<file path="src/rtl/gpio_port_pkg.sv">
package gpio_port_pkg;

    parameter int unsigned PORT_W  = 8;
    parameter int unsigned ADDR_W  = 6;
    parameter int unsigned SYNC_ST = 2;
    localparam int unsigned IDX_W  = $clog2(PORT_W);

    localparam logic [ADDR_W-1:0] PIN_OFS   = ADDR_W'(8'h19);
    localparam logic [ADDR_W-1:0] DIR_OFS   = ADDR_W'(8'h1A);
    localparam logic [ADDR_W-1:0] LATCH_OFS = ADDR_W'(8'h1B);

    typedef logic [PORT_W-1:0] port_vec_t;

    typedef enum logic [1:0] {
        SEL_NONE  = 2'd0,
        SEL_PIN   = 2'd1,
        SEL_DIR   = 2'd2,
        SEL_LATCH = 2'd3
    } reg_sel_e;

    typedef struct packed {
        port_vec_t oe;
        port_vec_t out;
        port_vec_t pu;
    } pad_ctl_t;

    function automatic reg_sel_e decode_addr(input logic [ADDR_W-1:0] a);
        reg_sel_e s;
        if (a == LATCH_OFS)      s = SEL_LATCH;
        else if (a == DIR_OFS)   s = SEL_DIR;
        else if (a == PIN_OFS)   s = SEL_PIN;
        else                     s = SEL_NONE;
        return s;
    endfunction

    function automatic port_vec_t bit_update(input port_vec_t cur,
                                             input logic [IDX_W-1:0] idx,
                                             input logic set);
        port_vec_t r;
        r = cur;
        r[idx] = set;
        return r;
    endfunction

endpackage

</file>
<file path="src/rtl/gpio_port_regs.sv">
module gpio_port_regs
    import gpio_port_pkg::*;
(
    input  logic             clk,
    input  logic             rst,
    input  reg_sel_e         sel,
    input  logic             wr,
    input  port_vec_t        wdata,
    input  logic             bitop,
    input  logic [IDX_W-1:0] bitidx,
    input  logic             bitset,
    output port_vec_t        latch_q,
    output port_vec_t        dir_q
);

    always_ff @(posedge clk) begin
        if (rst) begin
            latch_q <= '0;
            dir_q   <= '0;
        end else if (wr) begin
            case (sel)
                SEL_LATCH: latch_q <= wdata;
                SEL_DIR:   dir_q   <= wdata;
                default:   ;
            endcase
        end else if (bitop) begin
            case (sel)
                SEL_LATCH: latch_q <= bit_update(latch_q, bitidx, bitset);
                SEL_DIR:   dir_q   <= bit_update(dir_q, bitidx, bitset);
                default:   ;
            endcase
        end
    end

endmodule

</file>
<file path="src/rtl/gpio_pin_sync.sv">
module gpio_pin_sync #(
    parameter int unsigned W      = 8,
    parameter int unsigned STAGES = 2
) (
    input  logic         clk,
    input  logic         rst,
    input  logic [W-1:0] d,
    output logic [W-1:0] q
);

    logic [W-1:0] stg [STAGES];

    for (genvar g = 0; g < STAGES; g++) begin : g_stage
        if (g == 0) begin : g_first
            always_ff @(posedge clk) begin
                if (rst) stg[g] <= '0;
                else     stg[g] <= d;
            end
        end else begin : g_next
            always_ff @(posedge clk) begin
                if (rst) stg[g] <= '0;
                else     stg[g] <= stg[g-1];
            end
        end
    end

    assign q = stg[STAGES-1];

endmodule

</file>
<file path="src/rtl/gpio_pad_mux.sv">
module gpio_pad_mux
    import gpio_port_pkg::*;
(
    input  port_vec_t latch_q,
    input  port_vec_t dir_q,
    input  logic      alt_en,
    input  logic      alt_oe,
    input  port_vec_t alt_out,
    output pad_ctl_t  ctl
);

    port_vec_t oe_v, out_v, pu_v;

    for (genvar n = 0; n < PORT_W; n++) begin : g_pin
        assign oe_v[n]  = alt_en ? alt_oe     : dir_q[n];
        assign out_v[n] = alt_en ? alt_out[n] : (dir_q[n] & latch_q[n]);
        assign pu_v[n]  = alt_en ? 1'b1       : (~dir_q[n] & latch_q[n]);
    end

    assign ctl = '{oe: oe_v, out: out_v, pu: pu_v};

endmodule

</file>
<file path="src/rtl/gpio_port.sv">
module gpio_port
    import gpio_port_pkg::*;
(
    input  logic              clk,
    input  logic              rst,
    input  logic [ADDR_W-1:0] bus_addr,
    input  logic [PORT_W-1:0] bus_wdata,
    input  logic              bus_wr,
    input  logic              bus_rd,
    input  logic              bus_bitop,
    input  logic [IDX_W-1:0]  bus_bitidx,
    input  logic              bus_bitset,
    output logic [PORT_W-1:0] bus_rdata,
    input  logic              alt_en,
    input  logic              alt_oe,
    input  logic [PORT_W-1:0] alt_out,
    input  logic [PORT_W-1:0] pad_in,
    output logic [PORT_W-1:0] pad_oe,
    output logic [PORT_W-1:0] pad_out,
    output logic [PORT_W-1:0] pad_pu
);

    reg_sel_e  sel;
    port_vec_t latch_q, dir_q, pin_s;
    pad_ctl_t  ctl;

    assign sel = decode_addr(bus_addr);

    gpio_port_regs u_regs (
        .clk     (clk),
        .rst     (rst),
        .sel     (sel),
        .wr      (bus_wr),
        .wdata   (bus_wdata),
        .bitop   (bus_bitop),
        .bitidx  (bus_bitidx),
        .bitset  (bus_bitset),
        .latch_q (latch_q),
        .dir_q   (dir_q)
    );

    gpio_pin_sync #(.W(PORT_W), .STAGES(SYNC_ST)) u_sync (
        .clk (clk),
        .rst (rst),
        .d   (pad_in),
        .q   (pin_s)
    );

    gpio_pad_mux u_mux (
        .latch_q (latch_q),
        .dir_q   (dir_q),
        .alt_en  (alt_en),
        .alt_oe  (alt_oe),
        .alt_out (alt_out),
        .ctl     (ctl)
    );

    always_comb begin
        bus_rdata = '0;
        if (bus_rd) begin
            case (sel)
                SEL_LATCH: bus_rdata = latch_q;
                SEL_DIR:   bus_rdata = dir_q;
                SEL_PIN:   bus_rdata = pin_s;
                default:   bus_rdata = '0;
            endcase
        end
    end

    assign pad_oe  = ctl.oe;
    assign pad_out = ctl.out;
    assign pad_pu  = ctl.pu;

endmodule

</file>
<file path="config.mk">
export PLATFORM = sky130hd
export DESIGN_NAME = gpio_port
export DESIGN_NICKNAME = d
export VERILOG_FILES = /design/src/rtl/gpio_port_pkg.sv /design/src/rtl/gpio_port_regs.sv /design/src/rtl/gpio_pin_sync.sv /design/src/rtl/gpio_pad_mux.sv /design/src/rtl/gpio_port.sv
export SDC_FILE = /design/constraint.sdc
export NUM_CORES = 1
export LEC_CHECK = 0
export ABC_AREA = 1
export BUFFER_PORTS_ARGS = -buffer_cell sky130_fd_sc_hd__clkbuf_2
export CAP_MARGIN = 20
export CORE_ASPECT_RATIO = 1.75
export CORE_MARGIN = 2
export CORE_UTILIZATION = 52
export DETAILED_ROUTE_END_ITERATION = 6
export GPL_TIMING_DRIVEN = 0
export PLACE_DENSITY = 0.84
export RECOVER_POWER = 25
export SLEW_MARGIN = 20
export SYNTH_ARGS = -nofsm -noshare
export SYNTH_HDL_FRONTEND = slang
export SYNTH_SLANG_ARGS = --single-unit
</file>
<file path="constraint.sdc">
create_clock -name clk -period 2.8 [get_ports clk]
set_input_delay 0.56 -clock clk [delete_from_list [all_inputs] [get_ports clk]]
set_output_delay 0.56 -clock clk [all_outputs]
set_load 0.05 [all_outputs]
</file>
## Yosys cells after proc, flatten, opt, wreduce, memory -nomap -nowiden

Memories as Yosys holds them, arrays and structs flattened.
Cells that the tools add are included.

| operators by class | value |
|---|---|
| order comparisons | 2 |
| equal/unequal tests | 6 |
| multiplexer cells | 46 |
| bitwise gates (word level) | 26 |
| reductions and logical operators | 4 |

Operator list:

| kind | count |
|---|---|
| two-way mux 8 bit | 11 |
| two-way mux 1 bit | 29 |
| one-hot mux 8 bit (3 select lines) | 1 |
| equality test 6 x 5 -> 1 bit (second input constant) | 3 |
| bitwise AND 1 bit | 16 |
| bitwise mux 8 bit | 2 |
| inverter 1 bit | 8 |
| equality test 2 bit (second input constant) | 2 |
| less-than comparator 3 x 4 -> 1 bit (second input constant) | 1 |
| two-way mux 2 bit | 2 |
| AND reduction 2 bit | 2 |
| demux 1 bit (select 3 bit) | 1 |
| >= comparator 3 x 1 -> 1 bit (second input constant) | 1 |
| equality test 2 x 1 -> 1 bit (second input constant) | 1 |
| bitwise OR 1 bit | 2 |
| nonzero test 2 bit | 1 |
| logical AND 1 bit | 1 |

| storage, ports and cells | value |
|---|---|
| bits in registers | 16 |
| RAM bits | 16 |
| bits of input ports | 41 |
| output and inout port bits | 32 |
| logic and storage cells | 87 |
| memories | 1 |

Memory list:

| name | words | bits a word | rd ports | clocked after memory_dff | write ports | RTL line | text |
|---|---|---|---|---|---|---|---|
| u_sync.stg | 2 | 8 | 2 | 0 | 2 | gpio_pin_sync.sv:11 | `logic [W-1:0] stg [STAGES];` |

## Longest topological paths before layout

Gate-level depths: netlist of the first run.

| logic depth | value |
|---|---|
| word-level depth | 8 |
| depth in mapped cells | 9 |
| depth with buffers taken out | 8 |

## Modules after synthesis

Synthesis of the first run repeated with hierarchy kept, for this count alone.

| second synthesis, totals | value |
|---|---|
| cells, all modules | 335 |
| area, all modules | 2,047.0 µm² |

By module, submodules not included:

| module | instances | cells each | area an instance (µm²) | seq. area each (µm²) |
|---|---|---|---|---|
| gpio_port_regs | 1 | 159 | 924.6 | 320.3 |
| gpio_pin_sync | 1 | 50 | 474.2 | 320.3 |
| gpio_port | 1 | 65 | 340.3 | 0.0 |
| gpio_pad_mux | 1 | 61 | 307.8 | 0.0 |

## Worst setup path after synthesis of the first run

Ideal clock, no wire load.

| timing path | value |
|---|---|
| kind | input to output |
| from | input port alt_en |
| to | output port pad_out[0] |
| arrival time | 2.106 ns |
| data required time | 2.240 ns |
| slack | 0.134 ns |
| stages | 4 |
| buffers on the path | 1 |
| cell sequence | inv_1 -> clkbuf_1 -> nand2_1 -> o21ai_0 |

| on the way | value |
|---|---|
| cells in the longest elaborated chain, start to end | 1 |

Ends and longest elaborated chain:

| item | RTL line | text |
|---|---|---|
| from (decl) | gpio_port.sv:14 | `input logic alt_en,` |
| two-way mux 1 bit | gpio_pad_mux.sv:16 | `assign out_v[n] = alt_en ? alt_out[n] : (dir_q[n] & latch_q[n]);` |
| to (decl) | gpio_port.sv:19 | `output logic [PORT_W-1:0] pad_out,` |

No other way between the ends.

## Final worst setup path of the first run

| timing path | value |
|---|---|
| from | input port alt_en |
| to | output port pad_oe[1] |

| on the way | value |
|---|---|
| cells in the longest elaborated chain, start to end | 1 |

Ends and longest elaborated chain:

| item | RTL line | text |
|---|---|---|
| two-way mux 1 bit | gpio_pad_mux.sv:15 | `assign oe_v[n] = alt_en ? alt_oe : dir_q[n];` |
| to (decl) | gpio_port.sv:18 | `output logic [PORT_W-1:0] pad_oe,` |

No other way between the ends.

==> results.tsv, run 1 <==
metric	value	unit
outcome	finished clean	
cts_resized	0	
die_width	49.6	um
ios	73	
ys_warn_count	0	
worstSetupPathDepth	5	
root_buffer	clkbuf_8	
synth_seq_cells	32	
dp_hpwl	3970	um
ant_nets	0	
post_drt_wl_per_cell	11.0	um
cpLargestDelayFamily	buffers and inverters	
grt_pass1_wl	8160	um
synth-async-reset-ratio	0	%
crit_type	input port to output port	
critical_path.cell_chain	clkbuf_2 > clkbuf_1 > nand2_1 > o21ai_0 > clkbuf_2	
ctsHoldBuffers	0	
num_vias	2195	
syn_area	0.00189	sq mm
stdcell_count	452	
ir_worst_vdd	0.000503	V
final-setup-viol-count	0	
cp-start-kind	input port	
hold_viol	0	
skew	1.82	ps
slowest_delay	410	ps
cp_data_required_time	2240	ps
cts_setup_buffers	0	
synthFlopType	dfxtp_1	
antenna_found_initial	0	
dp_cells	444	
rsz0062_at_grt	no	
min_period	2460	ps
critPathCaptureType	output port	
cpMostUsedCell	clkbuf_2	
worstMarginPinSlew	520	ps
grt_usage	25.1	%
synthCells	328	
h-tree-depth	2	
die_h	83.8	um
grt_max_degree	12	
p_leak	0.00138	uW
rows	29	
min_path_type	register to register	
final-max-slew-violation-count	0	
tritoncts	built	
reg2reg_from	u_regs.dir_q[0]	
syn_to_final_growth	27.4	%
tns	0	ps
numClockSinks	32	
synth_cell_types	17	
clk_pin_slew	70	ps
gp_congestion	0.935	
grt_overflow	0	
maxCapViolCount	0	
start_util	53.3	%
p_per_area	462	mW/mm^2
numCtsBuffers	5	
critPathArrivalTime	1900	ps
cts_max_path_buffers	2	
clkLatencyLatePin	280	ps
final_layout_size_suffix_gt1_share	22.7	%
synth_fp_nets	369	
nets	446	
die-area	0.00416	sq mm
rrSetupSlack	2050	ps
synth-seq-area-share	33.8	%
r2r_end	u_regs.dir_q[0]	
path_buf_inv	3	
cp-endpoint	pad_oe[1]	
drtIter0Drc	60	
routed_via_density	4.86	
reg2reg_depth	4	
grt_pass1_vias	2036	
critPathMaxFanout	10	
drc	0	
place.port_buffers	70	
n_antenna_cell	0	
syn_avg_cell_area	5.78	sq um
final.fill_count	350	
slowest_stage	clkbuf_1	
fmax	407	MHz
first_pass_iters	4	
core	0.00356	sq mm
slew_headroom	65.3	%
period_share	87.8	%
synth-edff-count	0	
critPathLaunch	alt_en	
wl	4960	um
==> flip-flops by register name, indices dropped and copies added (netlist names) <==
register and flops:
u_regs.dir_q 8, u_regs.latch_q 8, u_sync.stg 16
==> cell usage in the layout, fill, tap and decap left out, drive strengths merged <==
master	n
o21a	1
clkinv	1
inv	62
a21boi	1
dfxtp	32
nor2	67
o21ai	19
clkbuf	80
clkinvlp	1
bufinv	1
a21oi	4
buf	4
nand2	93
nand3	40
==> kinds of logic (layout without fill, tap and decap cells) <==
kind of cell | Yosys count | after routing | share of synthesized area (%)
and+or+nand+nor | 200 | 200 | 44.5
buffers and inverters | 71 | 149 | 14.8
DFF | 32 | 32 | 33.8
AOI/OAI and AO/OA | 25 | 25 | 6.87
==> power breakdown <==
| group | total (uW) | internal (uW) | switching, uW |
|---|---|---|---|
| combinational | 214 | 59.1 | 155 |
| sequential | 472 | 467 | 4.31 |
| clock | 430 | 263 | 167 |
==> worst min-delay path by stage <==
stage                                start                to  slack (ps)  cells past startpoint
after floorplan           u_sync.stg[0][0]  u_sync.stg[1][0]         390                      2
after global placement    u_sync.stg[0][7]  u_sync.stg[1][7]         390                      2
after detailed placement  u_sync.stg[0][0]  u_sync.stg[1][0]         400                      2
after CTS                 u_sync.stg[0][0]  u_sync.stg[1][0]         410                      2
after global routing      u_sync.stg[0][1]  u_sync.stg[1][1]         420                      2
final                     u_sync.stg[0][3]  u_sync.stg[1][3]         410                      2
==> through the flow <==
stage	power [uW]	hold WS [ps]	instance area (sq um)	utilization (%)	setup WS, ps
5_1_grt	1160	424	2410	67.9	220
2_1_floorplan	628	388	1890	-	134
6_report	1120	410	2410	67.9	341
4_1_cts	1120	414	2410	67.9	373
3_3_place_gp	693	392	2300	64.7	408
3_5_place_dp	696	400	2300	64.7	380
==> metal layers <==
| metal | vias to the layer above | track usage, % | wire length [um] |
|---|---|---|---|
| li1 | 1142 | - | - |
| met1 | 976 | 24.1 | 1880 |
| met2 | 67 | 48.7 | 2720 |
| met3 | 10 | 4.30 | 192 |
| met4 | 0 | 11.9 | 160 |
| met5 | - | 0 | 0 |
==> cell usage after synthesis, types with 2 or more instances <==
library cell	instances	area share, %
a21oi_1	4	1.1
nor2_1	62	12
o21ai_0	19	5.0
nor2_2	2	0.66
nand3_1	37	9.8
inv_1	60	12
inv_2	2	0.40
nand3_2	3	1.6
buf_2	2	0.53
nand2_1	93	18
nor2_4	3	1.8
clkbuf_1	5	0.99
dfxtp_1	32	34
==> cell type report <==
| type | instances | area (sq um) | share of cell area [%] |
|---|---|---|---|
| Buffer | 9 | 47.5 | 1.97 |
| Clock buffer | 5 | 68.8 | 2.85 |
| Clock inverter | 3 | 42.5 | 1.76 |
| Inverter | 62 | 233 | 9.64 |
| Tap cell | 46 | 57.6 | 2.38 |
| Sequential cell | 32 | 641 | 26.5 |
| Timing Repair Buffer | 70 | 350 | 14.5 |
| Multi-Input combinational cell | 225 | 973 | 40.3 |
==> worst min-delay path, delay by kind of cell, from the launching register on <==
kind / cells / cell delay [ps]
buffers and inverters: 1 / 40
AND/OR/NAND/NOR: 1 / 30
flip-flops: 1 / 300
(Power assumes the default switching activity.)
==> inputs of run 2 (changes only) <==
--- a/config.mk
+++ b/config.mk
@@ -13,7 +13,7 @@
 export CORE_UTILIZATION = 52
 export DETAILED_ROUTE_END_ITERATION = 6
 export GPL_TIMING_DRIVEN = 0
-export PLACE_DENSITY = 0.84
+export PLACE_DENSITY = 0.89
 export RECOVER_POWER = 25
 export SLEW_MARGIN = 20
 export SYNTH_ARGS = -nofsm -noshare
==> run 2 against run 1 <==
  * Non-clock buffer count stayed put
  * Sequential power about the same
  * Fmax grew 1.6%
  * Clock power up 13%
  * Critical endpoint is now bus_rdata[5]
  * Largest power group is now the clock network
==> results.tsv, run 2 (synthesis results as in run 1) <==
metric	value	unit	change
cts_setup_buffers	0		unchanged
gp_congestion	0.963		+3.0%
ant_nets	0		unchanged
slew_headroom	64.4	%	-0.88 points
final_cell_mix	nand2_1, clkbuf_2, nor2_1		
period_share	86.4	%	-1.4 points
core	0.00356	sq mm	unchanged
wl	5200	um	+4.9%
p_leak	0.00139	uW	+0.75%
grt_max_degree	11		-1
nets	446		unchanged
tns	0	ps	unchanged
rsz0062_at_grt	no		
critPathArrivalTime	1860	ps	-40 ps
holdPathEnd	u_sync.stg[1][2]		
numCtsBuffers	5		unchanged
start_util	53.3	%	unchanged
grt_pass1_wl	8550	um	+4.7%
num_vias	2208		+0.59%
drtIter0Drc	58		-3.3%
path_buf_inv	4		+1
die_width	49.6	um	unchanged
dp_hpwl	4040	um	+1.7%
final-max-slew-violation-count	0		unchanged
cpLargestDelayFamily	simple AND/OR/NAND/NOR gates		
antenna_found_initial	0		unchanged
min_path_type	register to register		
largest_register	u_sync.stg		
cp-start-kind	input port		
h-tree-depth	2		unchanged
grt_overflow	0		unchanged
top_regs	u_sync.stg x16, u_regs.dir_q x8, u_regs.latch_q x8		
dp_cells	444		unchanged
critical_path.cell_chain	clkbuf_2 > inv_1 > nand2_1 > nor2_1 > nand3_1 > nand3_1 > nand2_1 > inv_1 > clkbuf_2		
fmax	413	MHz	+1.6%
grt_pass1_vias	1978		-2.8%
worstMarginPinSlew	533	ps	+13.1 ps
root_buffer	clkbuf_8		
outcome	finished clean		
cts_max_path_buffers	2		unchanged
p_per_area	484	mW/mm^2	+4.6%
rrSetupSlack	2090	ps	+40 ps
critPathMaxFanout	8		-2
rows	29		unchanged
syn_to_final_growth	28.2	%	
reg2reg_depth	4		unchanged
n_antenna_cell	0		unchanged
slowest_stage	nor2_1		
critPathCaptureType	output port		
clk_pin_slew	60	ps	about the same
cp_data_required_time	2240	ps	about the same
ir_worst_vdd	0.000705	V	+40%
final_common_cell	nand2_1		
stdcell_count	452		unchanged
die-area	0.00416	sq mm	unchanged
reg2reg_from	u_regs.dir_q[0]		
hold_start	u_sync.stg[0][2]		
die_h	83.8	um	unchanged
min_period	2420	ps	-39.0 ps
hold_path_depth	2		unchanged
hold_viol	0		unchanged
setup_ws	380	ps	+39.0 ps
ios	73		unchanged
skew	2.49	ps	+0.666 ps
crit_type	input port to output port		
tritoncts	built		
ctsHoldBuffers	0		unchanged
final_layout_size_suffix_gt1_share	22.7	%	unchanged
cts_resized	0		unchanged
maxCapViolCount	0		unchanged
place.port_buffers	70		unchanged
clkLatencyLatePin	290	ps	about the same
final-setup-viol-count	0		unchanged
slowest_delay	410	ps	about the same
drc	0		unchanged
grt_usage	26.8	%	+1.7 points
first_pass_iters	4		unchanged
post_drt_wl_per_cell	11.5	um	+4.9%
largest_register_ff_count	16		unchanged
routed_via_density	4.88		+0.59%
dp_slack	395	ps	+15.0 ps
r2r_end	u_regs.dir_q[0]		
numClockSinks	32		unchanged
## run 2: per-layer routing
layer	up-vias	GRT usage [%]	part of all wire (%)
met5	-	0	0
met4	0	13.4	3.6
met3	17	5.73	5.7
met2	90	48.5	52
met1	964	28.1	38
li1	1137	-	-
## run 2: worst max-delay path by stage
stage / startpoint / endpoint / depth (start not counted)
6_report: bus_addr[2] / bus_rdata[5] / 9
4_1_cts: bus_addr[4] / bus_rdata[5] / 11
5_1_grt: bus_addr[2] / bus_rdata[6] / 9
3_5_place_dp: bus_addr[4] / bus_rdata[7] / 11
3_3_place_gp: bus_addr[4] / bus_rdata[7] / 11
2_1_floorplan: alt_en / pad_out[0] / 4
## run 2: worst reg2reg max path: cells and delay by family, from the launching register on
| kind | cells | cell delay (ps) |
|---|---|---|
| flops | 1 | 410 |
| buf+inv | 1 | 60 |
| simple gates | 3 | 190 |
## run 2: cell type report
class | count | area [sq um]
timing repair buffer | 70 | 350
buffer | 9 | 47.5
clock inverter | 1 | 30.0
clock buffer | 7 | 96.3
inverter | 62 | 233
tap | 46 | 57.6
multi-input combinational | 225 | 973
sequential | 32 | 641
fill | 357 | 1130
## run 2: power breakdown
part / switching [uW] / internal, uW
clock network: 174 / 314
logic: 157 / 59.0
registers: 4.49 / 467
total: 335 / 840
## run 2: metrics by stage
step	total power (uW)	hold slack [ps]	instance area, sq um	utilization (%)
finish	1180	400	2430	68.3
global route	1220	423	2430	68.3
detailed placement	697	393	2300	64.7
global placement	693	390	2300	64.7
CTS	1180	405	2430	68.3
floorplan	628	388	1890	-
==> inputs of run 3 (changes only) <==
--- a/config.mk
+++ b/config.mk
@@ -6,14 +6,14 @@
 export NUM_CORES = 1
 export LEC_CHECK = 0
 export ABC_AREA = 1
-export BUFFER_PORTS_ARGS = -buffer_cell sky130_fd_sc_hd__clkbuf_2
 export CAP_MARGIN = 20
 export CORE_ASPECT_RATIO = 1.75
 export CORE_MARGIN = 2
-export CORE_UTILIZATION = 52
+export CORE_UTILIZATION = 55
 export DETAILED_ROUTE_END_ITERATION = 6
+export DONT_BUFFER_PORTS = 1
 export GPL_TIMING_DRIVEN = 0
-export PLACE_DENSITY = 0.89
+export PLACE_DENSITY = 0.75
 export RECOVER_POWER = 25
 export SLEW_MARGIN = 20
 export SYNTH_ARGS = -nofsm -noshare
==> run 3 against run 2 <==
  * Combinational power decreased by 22%
  * Sequential power is essentially flat
  * Global-route usage shrank 2.1 points
  * Final cell count down 16%
  * First-iteration DRC count shrank 45%
  * Clock skew hardly changed
  * Design area down 16%
  * Register-to-register slack got worse by 20 ps
  * Fmax decreased by 7.8%
  * Setup slack worse by 210 ps
  * Critical path type unchanged
==> results.tsv, run 3 (synthesis results as in run 1) <==
metric	value	unit	change
hold_viol	0		unchanged
pwr-share-clk	36.2	%	-5.3 points
p_per_area	492	mW/mm^2	+1.7%
cts_resized	0		unchanged
placed_cell_area	0.00195	sq mm	-15%
slowest_stage	o21ai_1		
rsz0062_at_grt	no		
cp-start-kind	input port		
switching_share	31.0	%	+2.5 points
met1_usage	24.6	%	-3.5 points
power.internal	693	uW	-17%
n_antenna_cell	0		unchanged
met3_usage	5.27	%	-0.46 points
cts_setup_buffers	0		unchanged
multi_input_area	973	sq um	unchanged
ff_latch_area	641	sq um	unchanged
critPathArrivalTime	2070	ps	+210 ps
tritoncts	built		
met2_usage	44.9	%	-3.6 points
worstMarginPinSlew	966	ps	+432 ps
final_layout_size_suffix_gt1_share	6.55	%	-16 points
critPathCaptureType	output port		
final.fill_count	343		-3.9%
slew_headroom	35.2	%	-29 points
first_pass_iters	4		unchanged
p_sw	312	uW	-6.9%
post_drt_wl_per_cell	12.2	um	+5.7%
clkLatencyLatePin	280	ps	about the same
holdPathEnd	u_sync.stg[0][6]		
r2r_end	u_regs.dir_q[2]		
final_common_cell	nand2_1		
core	0.00333	sq mm	-6.4%
period_share	93.8	%	+7.4 points
crit_type	input port to output port		
final-setup-viol-count	0		unchanged
grt_overflow	0		unchanged
grt_usage	24.7	%	-2.1 points
ant_nets	0		unchanged
skew	2.96	ps	+0.468 ps
dp_hpwl	3620	um	-10%
routed_via_density	5.02		+2.7%
grt_pass1_wl	7290	um	-15%
path_buf_inv	2		-2
maxCapViolCount	0		unchanged
start_util	56.9	%	+3.6 points
numCtsBuffers	5		unchanged
cpLargestDelayFamily	compound AO/OA/AOI/OAI gates		
place.port_buffers	0		-100%
root_buffer	clkbuf_8		
top_usage_layer	met2		
ctsHoldBuffers	0		unchanged
cts_max_path_buffers	2		unchanged
critical_path.cell_chain	inv_1 > clkbuf_1 > nand2_1 > o21ai_1		
ir_worst_vdd	0.000546	V	-23%
rrSetupSlack	2070	ps	-20 ps
num_vias	1911		-13%
design_area	0.00204	sq mm	-16%
critPathMaxFanout	10		+2
largest_register	u_sync.stg		
fmax	381	MHz	-7.8%
clk_pin_slew	60	ps	about the same
wl	4640	um	-11%
tns	0	ps	unchanged
reg2reg_depth	4		unchanged
die-area	0.00395	sq mm	-5.1%
p_leak	0.00107	uW	-23%
reg2reg_from	u_regs.dir_q[2]		
seqPwrFrac	47.0	%	+6.8 points
ios	73		unchanged
grt_max_degree	11		unchanged
slowest_delay	760	ps	+350 ps
h-tree-depth	2		unchanged
drc	0		unchanged
die_h	81.6	um	-2.6%
numClockSinks	32		unchanged
top_regs	u_sync.stg x16, u_regs.dir_q x8, u_regs.latch_q x8		
outcome	finished clean		
grt_pass1_vias	1705		-14%
rows	28		-3.4%
min_path_type	input port to register		
min_period	2630	ps	+206 ps
pwr-share-comb	16.9	%	-1.5 points
hold_path_depth	2		unchanged
hold_start	pad_in[6]		
largest_register_ff_count	16		unchanged
antenna_found_initial	0		unchanged
cp_data_required_time	2240	ps	about the same
final_cell_mix	nand2_1, nor2_1, inv_1		
syn_to_final_growth	7.86	%	
nets	376		-16%
final-max-slew-violation-count	0		unchanged
die_width	48.4	um	-2.5%
drtIter0Drc	32		-45%
gp_congestion	0.886		-8.0%
run 3: metal layers:
layer  share of wire (%)  vias up
met2                  52       61
met3                 3.6       17
met1                  40      834
li1                    -      999
met4                 4.7        0
met5                   0        -
run 3: area by class of cell:
type                       count  area share, %
clock inverter                 2          0.490
multi-input combinational    225           47.6
buffer                         9           2.33
tap                           45           2.76
clock buffer                   6           4.04
inverter                      62           11.4
sequential                    32           31.4
run 3: worst max path at each step:
| stage | start | endpoint | depth (start not counted) |
|---|---|---|---|
| after floorplan | alt_en | pad_out[0] | 4 |
| after global placement | alt_en | pad_out[0] | 4 |
| after detailed placement | alt_en | pad_out[0] | 4 |
| after CTS | alt_en | pad_out[0] | 4 |
| after global routing | alt_en | pad_out[0] | 4 |
| final | alt_en | pad_out[0] | 4 |
run 3: metrics by stage:
stage / util, % / instances / setup WS, ps / hold slack [ps] / power, uW
floorplan: - / 328 / 134 / 388 / 628
global placement: 58.6 / 373 / -158 / 390 / 649
detailed placement: 58.6 / 373 / 192 / 394 / 652
CTS: 61.4 / 381 / 186 / 364 / 1020
global route: 61.4 / 381 / 134 / 362 / 1050
finish: 61.4 / 381 / 174 / 371 / 1010
run 3: power by group through the flow:
stage,Sequential [uW],Clock (uW),Combinational [uW]
2_1_floorplan,481,0,148
3_3_place_gp,482,0,167
3_5_place_dp,482,0,169
4_1_cts,472,374,170
5_1_grt,473,393,185
6_report,472,364,169
